[config.mk]
export PLATFORM = sky130hd
export DESIGN_NAME = mdf_filter
export DESIGN_NICKNAME = d
export VERILOG_FILES = /design/src/rtl/mdf_pkg.sv /design/src/rtl/mdf_addr_cmp.sv /design/src/rtl/mdf_gate_fsm.sv /design/src/rtl/mdf_out_stage.sv /design/src/rtl/mdf_filter.sv
export SDC_FILE = /design/constraint.sdc
export NUM_CORES = 1
export LEC_CHECK = 0
export CAP_MARGIN = 20
export CORE_MARGIN = 10
export CORE_UTILIZATION = 39
export CTS_CLUSTER_DIAMETER = 80
export DETAILED_ROUTE_END_ITERATION = 8
export PLACE_DENSITY = 0.81
export SLEW_MARGIN = 15
export SYNTH_ARGS = -nofsm -noshare
export SYNTH_HDL_FRONTEND = slang
export SYNTH_SLANG_ARGS = --single-unit
[constraint.sdc]
create_clock -name clk -period 1.95 [get_ports clk]
set_input_delay 0.39 -clock clk [delete_from_list [all_inputs] [get_ports clk]]
set_output_delay 0.39 -clock clk [all_outputs]
set_load 0.005 [all_outputs]
[src/rtl/mdf_pkg.sv]
package mdf_pkg;
    typedef enum logic [1:0] {
        GATE_PASS = 2'd0,
        GATE_HUNT = 2'd1,
        GATE_OPEN = 2'd2
    } gate_state_t;
endpackage

[src/rtl/mdf_addr_cmp.sv]
module mdf_addr_cmp #(
    parameter int DATA_W = 8
) (
    input  logic              rx_valid,
    input  logic              rx_flag,
    input  logic [DATA_W-1:0] rx_byte,
    input  logic [DATA_W-1:0] local_addr,
    output logic              flag_hit,
    output logic              addr_hit
);
    // A flagged byte is an address byte; it matches when all data bits agree.
    always_comb begin
        flag_hit = rx_valid & rx_flag;
        addr_hit = flag_hit & (rx_byte == local_addr);
    end
endmodule

[src/rtl/mdf_gate_fsm.sv]
module mdf_gate_fsm
    import mdf_pkg::*;
(
    input  logic        clk,
    input  logic        rst_n,
    input  logic        auto_en,
    input  logic        close_pulse,
    input  logic        rx_valid,
    input  logic        rx_flag,
    input  logic        flag_hit,
    input  logic        addr_hit,
    output logic        wr_req,
    output logic        gate_open
);
    gate_state_t state_q, state_d;

    // State register
    always_ff @(posedge clk or negedge rst_n) begin
        if (!rst_n) state_q <= GATE_PASS;
        else        state_q <= state_d;
    end

    // Next state
    always_comb begin
        state_d = state_q;
        if (!auto_en) begin
            state_d = GATE_PASS;                       // T_DISARM
        end else begin
            unique case (state_q)
                GATE_PASS, GATE_HUNT: begin
                    if (close_pulse)   state_d = GATE_HUNT;   // T_CLOSE wins
                    else if (addr_hit) state_d = GATE_OPEN;   // T_MATCH
                    else               state_d = GATE_HUNT;   // T_ARM / stay
                end
                GATE_OPEN: begin
                    if (close_pulse)   state_d = GATE_HUNT;   // T_CLOSE
                    else if (flag_hit && !addr_hit)
                                       state_d = GATE_HUNT;   // T_MISS
                    else               state_d = GATE_OPEN;
                end
                default:               state_d = GATE_HUNT;
            endcase
        end
    end

    // Outputs: decision uses the state before this cycle's events
    always_comb begin
        gate_open = (state_q == GATE_OPEN);
        wr_req    = 1'b0;
        if (rx_valid) begin
            if (!auto_en)       wr_req = 1'b1;
            else if (gate_open) wr_req = !rx_flag;
        end
    end
endmodule

[src/rtl/mdf_out_stage.sv]
module mdf_out_stage #(
    parameter int DATA_W = 8
) (
    input  logic              clk,
    input  logic              rst_n,
    input  logic              wr_req,
    input  logic              flag_hit,
    input  logic [DATA_W-1:0] rx_byte,
    output logic              fifo_we,
    output logic [DATA_W-1:0] fifo_wdata,
    output logic              par_err
);
    always_ff @(posedge clk or negedge rst_n) begin
        if (!rst_n) begin
            fifo_we    <= 1'b0;
            fifo_wdata <= '0;
            par_err    <= 1'b0;
        end else begin
            fifo_we <= wr_req;
            par_err <= flag_hit;
            if (wr_req) fifo_wdata <= rx_byte;
        end
    end
endmodule

[src/rtl/mdf_filter.sv]
module mdf_filter #(
    parameter int DATA_W = 8
) (
    input  logic              clk,
    input  logic              rst_n,
    input  logic              rx_valid,
    input  logic [DATA_W-1:0] rx_byte,
    input  logic              rx_flag,
    input  logic [DATA_W-1:0] local_addr,
    input  logic              auto_en,
    input  logic              close_pulse,
    output logic              fifo_we,
    output logic [DATA_W-1:0] fifo_wdata,
    output logic              par_err,
    output logic              addr_open
);
    logic flag_hit, addr_hit, wr_req;

    mdf_addr_cmp #(.DATA_W(DATA_W)) cmp_i (
        .rx_valid   (rx_valid),
        .rx_flag    (rx_flag),
        .rx_byte    (rx_byte),
        .local_addr (local_addr),
        .flag_hit   (flag_hit),
        .addr_hit   (addr_hit)
    );

    mdf_gate_fsm fsm_i (
        .clk         (clk),
        .rst_n       (rst_n),
        .auto_en     (auto_en),
        .close_pulse (close_pulse),
        .rx_valid    (rx_valid),
        .rx_flag     (rx_flag),
        .flag_hit    (flag_hit),
        .addr_hit    (addr_hit),
        .wr_req      (wr_req),
        .gate_open   (addr_open)
    );

    mdf_out_stage #(.DATA_W(DATA_W)) out_i (
        .clk        (clk),
        .rst_n      (rst_n),
        .wr_req     (wr_req),
        .flag_hit   (flag_hit),
        .rx_byte    (rx_byte),
        .fifo_we    (fifo_we),
        .fifo_wdata (fifo_wdata),
        .par_err    (par_err)
    );
endmodule

==> reports/metrics.yaml, run 1 <==
run_status: "complete, no violations"
power.switching_uw: 141
hpwl_mm: 1.30
tightest_slew_ns: 0.524
worst_ep_arrival_ns: 1.32
antenna_violations_before_repair: 0
port_buffers: 32
timing.setup.tns_ns: 0
final_common_cell: "sky130_fd_sc_hd__clkdlybuf4s50_1"
mappedNetlistArea_um2: 591
post_cts_resized: 0
placedInstanceArea_um2: 930
hold_bufs_at_cts: 0
area_used_by_multi_input_combinational_logic_um2: 283
hold_viol: 0
routed_wire_length_per_instance_um: 16.3
grt_setup_unrepaired: "false"
worst_setup_path_startpoint: "fsm_i.state_q[0]$_DFF_PN0_"
avgViaCountPerCell: 4.84
maxClockFrequency_ghz: 0.585
most-common-layout-cells: "sky130_fd_sc_hd__clkdlybuf4s50_1 (32), sky130_fd_sc_hd__dfrtp_1 (12), sky130_fd_sc_hd__xnor2_1 (8), sky130_fd_sc_hd__mux2_4 (8), sky130_fd_sc_hd__clkbuf_4 (3)"
cts.clk_slew.worst_paths_ns: 0.07
drc_errors: 0
regToRegSetupSlack_ns: 0.72
finalClockSkew_ns: 0.00115
pwr-share-clk_pct: 22.9
worst_hold_path_type: "primary input to asynchronous set/reset pin"
worstSkewPairLatency_ns: 0.26
num_cts_buffers: 3
design_power_total_uw: 625
start_kind: "flip-flop"
buffer_count_from_post_cts_setup_fixing: 0
cts.sink_count: 12
fillCellCount: 110
max-clock-path-buffers: 2
detailedRoute.firstIterationViolations: 6
num_rows: 13
ys.warnings.count: 0
p_sw_share_pct: 22.6
worst_path_max_delay_cell: "sky130_fd_sc_hd__clkdlybuf4s50_1"
worst-setup-path-type: "flip-flop to output port"
clock_h_tree_levels: 1
peakVddDrop_v: 0.000419
tritoncts: "yes"
first_global_vias: 511
area_used_by_sequential_logic_in_the_layout_um2: 300
worst_ep_required_ns: 1.56
worstPathMaxFanout: 3
post-route-period-util_pct: 87.7
yosys_register_bits: 12
synthesis.nets: 63
initial_core_utilization_pct: 43.2
place.gp.congestion: 0.725
power.share.combinational_pct: 30.2
finalSetupViolCount: 0
worstReg2RegStart: "fsm_i.state_q[0]$_DFF_PN0_"
diodes: 0
core_mm2: 0.00137
final-max-slew-violation-count: 0
synthDistinctLibCells: 14
crit_chain: "nand2b_4, inv_1, clkdlybuf4s50_1"
static-leakage-power_nw: 0.422
totalWireLength_mm: 1.48
syn-instance-count: 41
num-nets-final: 100
post-route-min-period_ns: 1.71
seqPwrFrac_pct: 46.9
post_synth.cell_area_avg_um2: 14.4
fp.dieW_um: 58.9
ys_seq_area_share_pct: 50.8
grt-ovfl-total: 0
timing.slew.headroom_pct: 65.0
r2r_cells: 4
critical_path.max_stage_delay_ns: 0.49
layout-drive-gt1-share_pct: 19.7
die_ht_um: 58.9
route.vias.total: 440
area_growth_syn_to_layout_pct: 61.2
grt_usage_pct: 9.41
die-area_mm2: 0.00347
final_core_area_utilization_pct: 69.7
grt_max_degree: 13
io-pin-count: 33
power_report.internal_total_uw: 484
firstDrtPassIters: 2
crit_end: "addr_open"
final_cell_area_um2: 952
reg2reg_to: "out_i.fifo_wdata[5]$_DFFE_PN0P_"
power.density_cell_area_mw_per_mm2: 656
maxCapViolCount: 0
grt_pass1_wl_mm: 2.54
remaining_number_of_nets_flagged_by_the_antenna_check_after_routing: 0
clock-root-buffer: "sky130_fd_sc_hd__clkbuf_4"
crit_path_end_kind: "output port"
## synthesized netlist by cell type
master                      n  area share (%)
sky130_fd_sc_hd__a21boi_0   1             1.3
sky130_fd_sc_hd__a21oi_1    1            0.85
sky130_fd_sc_hd__and2_1     1             1.1
sky130_fd_sc_hd__and3_1     1             1.1
sky130_fd_sc_hd__dfrtp_1   12              51
sky130_fd_sc_hd__inv_1      2             1.3
sky130_fd_sc_hd__mux2_4     8              20
sky130_fd_sc_hd__nand2_4    1             1.9
sky130_fd_sc_hd__nand2b_2   1             1.5
sky130_fd_sc_hd__nand2b_4   1             2.3
sky130_fd_sc_hd__nand4_1    2             2.1
sky130_fd_sc_hd__o21ai_0    1            0.85
sky130_fd_sc_hd__o21ai_4    1             2.8
sky130_fd_sc_hd__xnor2_1    8              12
## worst min-delay path by stage
| stage | endpoint | slack, ns | cells after the start |
|---|---|---|---|
| floorplan | fsm_i.state_q[0]$_DFF_PN0_ | 0.09 | 0 |
| global placement | out_i.fifo_wdata[5]$_DFFE_PN0P_ | 0.50 | 1 |
| detailed placement | out_i.fifo_wdata[2]$_DFFE_PN0P_ | 0.49 | 1 |
| CTS | out_i.fifo_wdata[4]$_DFFE_PN0P_ | 0.49 | 1 |
| global route | out_i.par_err$_DFF_PN0_ | 0.52 | 1 |
| finish | out_i.fifo_wdata[4]$_DFFE_PN0P_ | 0.47 | 1 |
## metrics by stage
stage	setup slack, ns	instances	hold slack [ns]
3_3_place_gp	0.303	88	0.498
2_1_floorplan	0.787	41	0.0944
6_report	0.241	91	0.475
4_1_cts	0.224	91	0.488
5_1_grt	0.177	91	0.517
3_5_place_dp	0.255	88	0.491
## per-layer routing
layer | share of wire (%) | GRT usage [%] | wire length (um) | up-vias
met4 | 1.3 | 3.93 | 19 | 0
met2 | 56 | 17.7 | 824 | 14
met5 | 0 | 0 | 0 | -
met3 | 8.6 | 2.58 | 127 | 2
li1 | - | - | - | 212
met1 | 35 | 9.29 | 512 | 212
## worst max-delay path: cells and delay by family (launching register included)
family,cells,cell delay [ns]
buffers and inverters,2,0.54
flip-flops,1,0.36
AND/OR/NAND/NOR,1,0.15
## cell type report
type / count / share of cell area, %
multi-input cells: 27 / 29.7
flip-flops and latches: 12 / 31.5
clock buffers: 3 / 2.37
well taps: 15 / 1.97
repair buffers: 32 / 33.6
inverters: 2 / 0.788
## power groups by stage
stage          clock (mW)  sequential, mW  combinational [mW]
5_1_grt             0.161           0.297               0.204
2_1_floorplan           0           0.299              0.0684
3_5_place_dp            0           0.298               0.192
4_1_cts             0.149           0.294               0.193
3_3_place_gp            0           0.298               0.189
6_report            0.143           0.293               0.189
## registers in the layout, indices dropped and copies added, names as in the netlist
| signal | cells |
|---|---|
| out_i.fifo_wdata | 8 |
| out_i.par_err | 1 |
| out_i.fifo_we | 1 |
| fsm_i.state_q | 2 |
## logic make-up (layout without fill, tap and decap cells)
family                 Yosys count  after routing  synth area share (%)
flip-flops                      12             12                  50.8
AND/OR/NAND/NOR                  7              7                  9.96
buffers and inverters            2             37                  1.27
AO/OA/AOI/OAI                    4              4                  5.72
XOR/XNOR                         8              8                  11.9
multiplexers                     8              8                  20.3
No activity file was read; power rests on OpenSTA's default activity.
==> run 2: changes to the inputs <==
--- a/config.mk
+++ b/config.mk
@@ -5,7 +5,6 @@
 export SDC_FILE = /design/constraint.sdc
 export NUM_CORES = 1
 export LEC_CHECK = 0
-export CAP_MARGIN = 20
 export CORE_MARGIN = 10
 export CORE_UTILIZATION = 39
 export CTS_CLUSTER_DIAMETER = 80
==> constraint.sdc (replaced) <==
create_clock -name clk -period 1.95 [get_ports clk]
set_input_delay 0.4875 -clock clk [delete_from_list [all_inputs] [get_ports clk]]
set_output_delay 0.4875 -clock clk [all_outputs]
set_load 0.005 [all_outputs]
==> run 2 against run 1 <==
  * Combinational power about the same
  * Die area unchanged
  * Flip-flop and latch count did not move
  * Via count is 0.23% lower
  * Cell count is the same
  * Clock-buffer cell count stayed put
  * Critical endpoint unchanged
==> reports/metrics.yaml, run 2 (synthesized netlist as in run 1, its figures left out) <==
seqPwrFrac_pct: 46.8  # about the same
worst_path_max_delay_cell: "sky130_fd_sc_hd__clkdlybuf4s50_1"
timing.slew.headroom_pct: 64.8  # -0.19 points
initial_core_utilization_pct: 43.2  # unchanged
worst_setup_path_startpoint: "fsm_i.state_q[0]$_DFF_PN0_"
pwr-share-clk_pct: 23.1  # +0.2 points
fin_ws_ns: 0.136  # -0.105 ns
clock-root-buffer: "sky130_fd_sc_hd__clkbuf_4"
grt_pass1_wl_mm: 2.58  # +1.6%
fp.dieW_um: 58.9  # unchanged
finalSetupViolCount: 0  # unchanged
die-area_mm2: 0.00347  # unchanged
io-pin-count: 33  # unchanged
detailedRoute.firstIterationViolations: 11  # +5
worst_path_dominant_cell_family: "buffers and inverters"
num-nets-final: 100  # unchanged
die_ht_um: 58.9  # unchanged
grt-ovfl-total: 0  # unchanged
post-route-min-period_ns: 1.81  # +0.105 ns
place_worst_setup_slack_ns: 0.213  # -0.0415 ns
worstReg2RegStart: "fsm_i.state_q[0]$_DFF_PN0_"
timing.setup.tns_ns: 0  # unchanged
hold_viol: 0  # unchanged
grt_setup_unrepaired: "false"
hold_start: "out_i.fifo_wdata[0]$_DFFE_PN0P_"
diodes: 0  # unchanged
worst_hold_path_type: "flip-flop to flip-flop"
run_status: "complete, no violations"
port_buffers: 32  # unchanged
firstDrtPassIters: 4  # +2
worst_ep_arrival_ns: 1.33  # about the same
power_report.internal_total_uw: 484  # about the same
first_global_vias: 518  # +1.4%
power.share.combinational_pct: 30.1  # about the same
grt_max_degree: 13  # unchanged
worst-setup-path-type: "flip-flop to output port"
layout_top_registers: "out_i.fifo_wdata x8, fsm_i.state_q x2"
p_sw_share_pct: 22.7  # +0.14 points
power.switching_uw: 142  # +0.83%
start_kind: "flip-flop"
totalWireLength_mm: 1.48  # about the same
final_common_cell: "sky130_fd_sc_hd__clkdlybuf4s50_1"
finalClockSkew_ns: 0.00330  # +0.00214 ns
buffer_count_from_post_cts_setup_fixing: 0  # unchanged
worstSkewPairLatency_ns: 0.26  # about the same
area_growth_syn_to_layout_pct: 61.2  # unchanged
antenna_violations_before_repair: 0  # unchanged
worstPathMaxFanout: 3  # unchanged
crit_chain: "nand2b_4, inv_1, clkdlybuf4s50_1"
largest_register_ffs: 8  # unchanged
critical_path.max_stage_delay_ns: 0.50  # about the same
hold_bufs_at_cts: 0  # unchanged
routed_wire_length_per_instance_um: 16.3  # about the same
core_mm2: 0.00137  # unchanged
max-clock-path-buffers: 2  # unchanged
worst_ep_required_ns: 1.46  # -0.10 ns
num_cts_buffers: 3  # unchanged
final-max-slew-violation-count: 0  # unchanged
most-common-layout-cells: "sky130_fd_sc_hd__clkdlybuf4s50_1 (32), sky130_fd_sc_hd__dfrtp_1 (12), sky130_fd_sc_hd__xnor2_1 (8), sky130_fd_sc_hd__mux2_4 (8), sky130_fd_sc_hd__clkbuf_4 (3)"
hpwl_mm: 1.27  # -1.8%
critical_path_buf_inv_count: 2  # unchanged
power.density_cell_area_mw_per_mm2: 658  # +0.21%
max_flop_register: "out_i.fifo_wdata"
crit_path_end_kind: "output port"
num_rows: 13  # unchanged
clock_h_tree_levels: 1  # unchanged
static-leakage-power_nw: 0.422  # unchanged
maxCapViolCount: 0  # unchanged
remaining_number_of_nets_flagged_by_the_antenna_check_after_routing: 0  # unchanged
layout-drive-gt1-share_pct: 19.7  # unchanged
cts.clk_slew.worst_paths_ns: 0.07  # about the same
place.gp.congestion: 0.725  # unchanged
tightest_slew_ns: 0.527  # +0.00284 ns
post_cts_resized: 0  # unchanged
fillCellCount: 111  # +0.91%
grt_usage_pct: 9.62  # +0.22 points
post-route-period-util_pct: 93.0  # +5.4 points
avgViaCountPerCell: 4.82  # -0.23%
cts.sink_count: 12  # unchanged
tritoncts: "yes"
peakVddDrop_v: 0.000387  # -7.6%
route.vias.total: 439  # -0.23%
maxClockFrequency_ghz: 0.551  # -5.8%
drc_errors: 0  # unchanged
run 2: layout make-up:
class / count / area [um^2] / area share (%)
Multi-Input combinational cell: 27 / 283 / 29.7
Clock buffer: 3 / 22.5 / 2.37
Sequential cell: 12 / 300 / 31.5
Tap cell: 15 / 18.8 / 1.97
Timing Repair Buffer: 32 / 320 / 33.6
Inverter: 2 / 7.51 / 0.788
run 2: power by group through the flow:
stage	Sequential (mW)	Combinational [mW]	Clock, mW
floorplan	0.299	0.0684	0
global placement	0.298	0.189	0
detailed placement	0.298	0.192	0
CTS	0.294	0.193	0.152
global route	0.298	0.204	0.166
finish	0.293	0.189	0.145
run 2: path summary, 6_finish.rpt:
check / slack (ns) / to / cells after the start
setup / recovery: 0.14 / addr_open / 3
hold / removal: 0.51 / out_i.fifo_wdata[0]$_DFFE_PN0P_ / 1
setup reg to reg: 0.71 / out_i.fifo_wdata[5]$_DFFE_PN0P_ / 4
hold reg to reg: 0.51 / out_i.fifo_wdata[0]$_DFFE_PN0P_ / 1
max in group asynchronous: 1.03 / out_i.fifo_wdata[7]$_DFFE_PN0P_ / 1
min in group asynchronous: 0.57 / out_i.fifo_we$_DFF_PN0_ / 1
run 2: through the flow:
stage                     power, mW  util [%]  area (um^2)  instances  hold WS, ns
final                         0.626      69.7          952         91        0.510
after CTS                     0.638      69.7          952         91        0.514
after global routing          0.668      69.7          952         91        0.535
after global placement        0.487      68.0          930         88        0.498
after floorplan               0.368         -          591         41        0.192
after detailed placement      0.490      68.0          930         88        0.491
run 2: metal layers:
metal | share of wire (%) | global-route usage [%]
met5 | 0 | 0
met2 | 56 | 17.7
met3 | 9.1 | 3.22
met1 | 34 | 9.17
met4 | 1.3 | 4.92
==> run 3: changes to the inputs <==
--- a/config.mk
+++ b/config.mk
@@ -5,11 +5,13 @@
 export SDC_FILE = /design/constraint.sdc
 export NUM_CORES = 1
 export LEC_CHECK = 0
+export CAP_MARGIN = 10
 export CORE_MARGIN = 10
-export CORE_UTILIZATION = 39
+export CORE_UTILIZATION = 33
 export CTS_CLUSTER_DIAMETER = 80
 export DETAILED_ROUTE_END_ITERATION = 8
-export PLACE_DENSITY = 0.81
+export PLACE_DENSITY = 0.73
+export SKIP_CTS_REPAIR_TIMING = 1
 export SLEW_MARGIN = 15
 export SYNTH_ARGS = -nofsm -noshare
 export SYNTH_HDL_FRONTEND = slang
==> constraint.sdc (replaced) <==
create_clock -name clk -period 1.5 [get_ports clk]
set_input_delay 0.375 -clock clk [delete_from_list [all_inputs] [get_ports clk]]
set_output_delay 0.375 -clock clk [all_outputs]
set_load 0.005 [all_outputs]
==> run 3 against run 2 <==
  * Worst setup slack improved by 0.036 ns
  * Core utilization shrank 9.0 points
  * Clock power up 24%
  * Die area grew 12%
  * Total power increased by 30%
  * Largest cell class unchanged
  * Critical endpoint is now out_i.fifo_wdata[0]$_DFFE_PN0P_
  * Critical path type is now primary input to flip-flop
==> reports/metrics.yaml, run 3 (synthesized netlist as in run 1, its figures left out) <==
tightest_slew_ns: 0.523  # -0.00359 ns
worst-setup-path-type: "primary input to flip-flop"
num_rows: 15  # +2
max_flop_register: "out_i.fifo_wdata"
design_power_total_uw: 812  # +30%
die-area_mm2: 0.00388  # +12%
clock-root-buffer: "sky130_fd_sc_hd__clkbuf_4"
cts.sink_count: 12  # unchanged
totalWireLength_mm: 1.53  # +2.8%
layout-drive-gt1-share_pct: 25.6  # +5.9 points
peakVddDrop_v: 0.000421  # +8.7%
worst_setup_path_startpoint: "rx_flag"
reg2reg_to: "out_i.fifo_wdata[0]$_DFFE_PN0P_"
dp_cells: 103  # +17%
post-route-period-util_pct: 88.6
worstPathMaxFanout: 9  # +6
pwr-share-clk_pct: 22.1  # -1.0 points
port_buffers: 32  # unchanged
maxClockFrequency_ghz: 0.753
area_growth_syn_to_layout_pct: 75.6
most-common-layout-cells: "sky130_fd_sc_hd__clkdlybuf4s50_1 (21), sky130_fd_sc_hd__dfrtp_1 (12), sky130_fd_sc_hd__dlymetal6s2s_1 (11), sky130_fd_sc_hd__xnor2_1 (8), sky130_fd_sc_hd__mux2_4 (8)"
worst_ep_required_ns: 1.64  # +0.18 ns
p_sw_share_pct: 22.3  # -0.47 points
final_core_area_utilization_pct: 60.7  # -9.0 points
seqPwrFrac_pct: 47.0  # +0.2 points
r2r_cells: 4  # unchanged
first_global_vias: 528  # +1.9%
place_worst_setup_slack_ns: -0.111  # -0.324 ns
fin_ws_ns: 0.172  # +0.0360 ns
maxCapViolCount: 0  # unchanged
grt_usage_pct: 8.47  # -1.2 points
fin_cells: 107  # +18%
num_cts_buffers: 3  # unchanged
worstSkewPairLatency_ns: 0.26  # about the same
post-route-min-period_ns: 1.33
finalClockSkew_ns: 0.00425  # +0.000949 ns
cts.clk_slew.worst_paths_ns: 0.07  # about the same
worst_path_max_delay_cell: "sky130_fd_sc_hd__clkdlybuf4s50_1"
die_ht_um: 62.3  # +5.8%
initial_core_utilization_pct: 34.6  # -8.6 points
remaining_number_of_nets_flagged_by_the_antenna_check_after_routing: 0  # unchanged
num-nets-final: 106  # +6.0%
final-max-slew-violation-count: 0  # unchanged
firstDrtPassIters: 4  # unchanged
routed_wire_length_per_instance_um: 14.3  # -13%
critical_path_buf_inv_count: 1  # -1
diodes: 0  # unchanged
grt_pass1_wl_mm: 2.60  # +0.81%
finalSetupViolCount: 0  # unchanged
drc_errors: 0  # unchanged
timing.slew.headroom_pct: 65.0  # +0.24 points
grt_setup_unrepaired: "false"
tritoncts: "yes"
power.density_cell_area_mw_per_mm2: 782  # +19%
route.vias.total: 462  # +5.2%
fp.dieW_um: 62.3  # +5.8%
worst_path_dominant_cell_family: "buffers and inverters"
regToRegSetupSlack_ns: 0.28  # -0.43 ns
final_common_cell: "sky130_fd_sc_hd__clkdlybuf4s50_1"
place.gp.congestion: 0.618  # -15%
avgViaCountPerCell: 4.32  # -10%
largest_register_ffs: 8  # unchanged
worst_ep_arrival_ns: 1.47  # +0.14 ns
power.switching_uw: 181  # +27%
start_kind: "primary input"
antenna_violations_before_repair: 0  # unchanged
hold_viol: 0  # unchanged
layout_top_registers: "out_i.fifo_wdata x8, fsm_i.state_q x2"
hpwl_mm: 1.30  # +1.8%
max-clock-path-buffers: 2  # unchanged
io-pin-count: 33  # unchanged
run_status: "complete, no violations"
worstReg2RegStart: "fsm_i.state_q[0]$_DFF_PN0_"
worst_hold_path_type: "primary input to asynchronous set/reset pin"
crit_chain: "clkdlybuf4s50_1, o21ai_4, nand2_4, mux2_4"
grt-ovfl-total: 0  # unchanged
critical_path.max_stage_delay_ns: 0.45  # -0.05 ns
power.share.combinational_pct: 30.9  # +0.8 points
clock_h_tree_levels: 1  # unchanged
grt_max_degree: 13  # unchanged
power_report.internal_total_uw: 631  # +30%
crit_path_end_kind: "flip-flop"
core_mm2: 0.00171  # +25%
detailedRoute.firstIterationViolations: 5  # -6
static-leakage-power_nw: 0.573  # +36%
==> run 3: stage by stage <==
step           hold WS (ns)  instance area [um^2]  setup TNS, ns
2_1_floorplan        0.0794                   591              0
3_3_place_gp          0.498                   980         -0.773
3_5_place_dp          0.495                   980         -0.982
4_1_cts               0.473                  1000         -0.387
5_1_grt               0.473                  1040              0
6_report              0.460                  1040              0
==> run 3: worst max-delay path by stage <==
stage / end / slack [ns] / cells past startpoint
floorplan: out_i.fifo_wdata[0]$_DFFE_PN0P_ / 0.34 / 4
global placement: out_i.fifo_wdata[7]$_DFFE_PN0P_ / -0.09 / 4
detailed placement: out_i.fifo_wdata[0]$_DFFE_PN0P_ / -0.11 / 4
CTS: addr_open / -0.20 / 3
global route: fsm_i.state_q[0]$_DFF_PN0_ / 0.10 / 5
finish: out_i.fifo_wdata[0]$_DFFE_PN0P_ / 0.17 / 4
==> run 3: power groups by stage <==
stage	clock, mW	sequential, mW	combinational [mW]
after global routing	0.216	0.388	0.272
after CTS	0.196	0.384	0.261
after global placement	0	0.389	0.253
final	0.180	0.381	0.251
after floorplan	0	0.389	0.0889
after detailed placement	0	0.388	0.260
==> run 3: layout make-up <==
type	count	area [um^2]
fill	142	671
timing repair buffer	38	393
sequential	12	300
multi-input combinational	27	283
tap	25	31.3
clock buffer	3	22.5
inverter	2	7.51
==> run 3: per-layer routing <==
layer  GRT usage (%)  vias to the layer above  part of all wire [%]
met3            6.63                        0                   8.8
li1                -                      225                     -
met2            13.3                       22                    53
met5               0                        -                     0
met4            2.51                        0                     0
met1            8.44                      215                    38
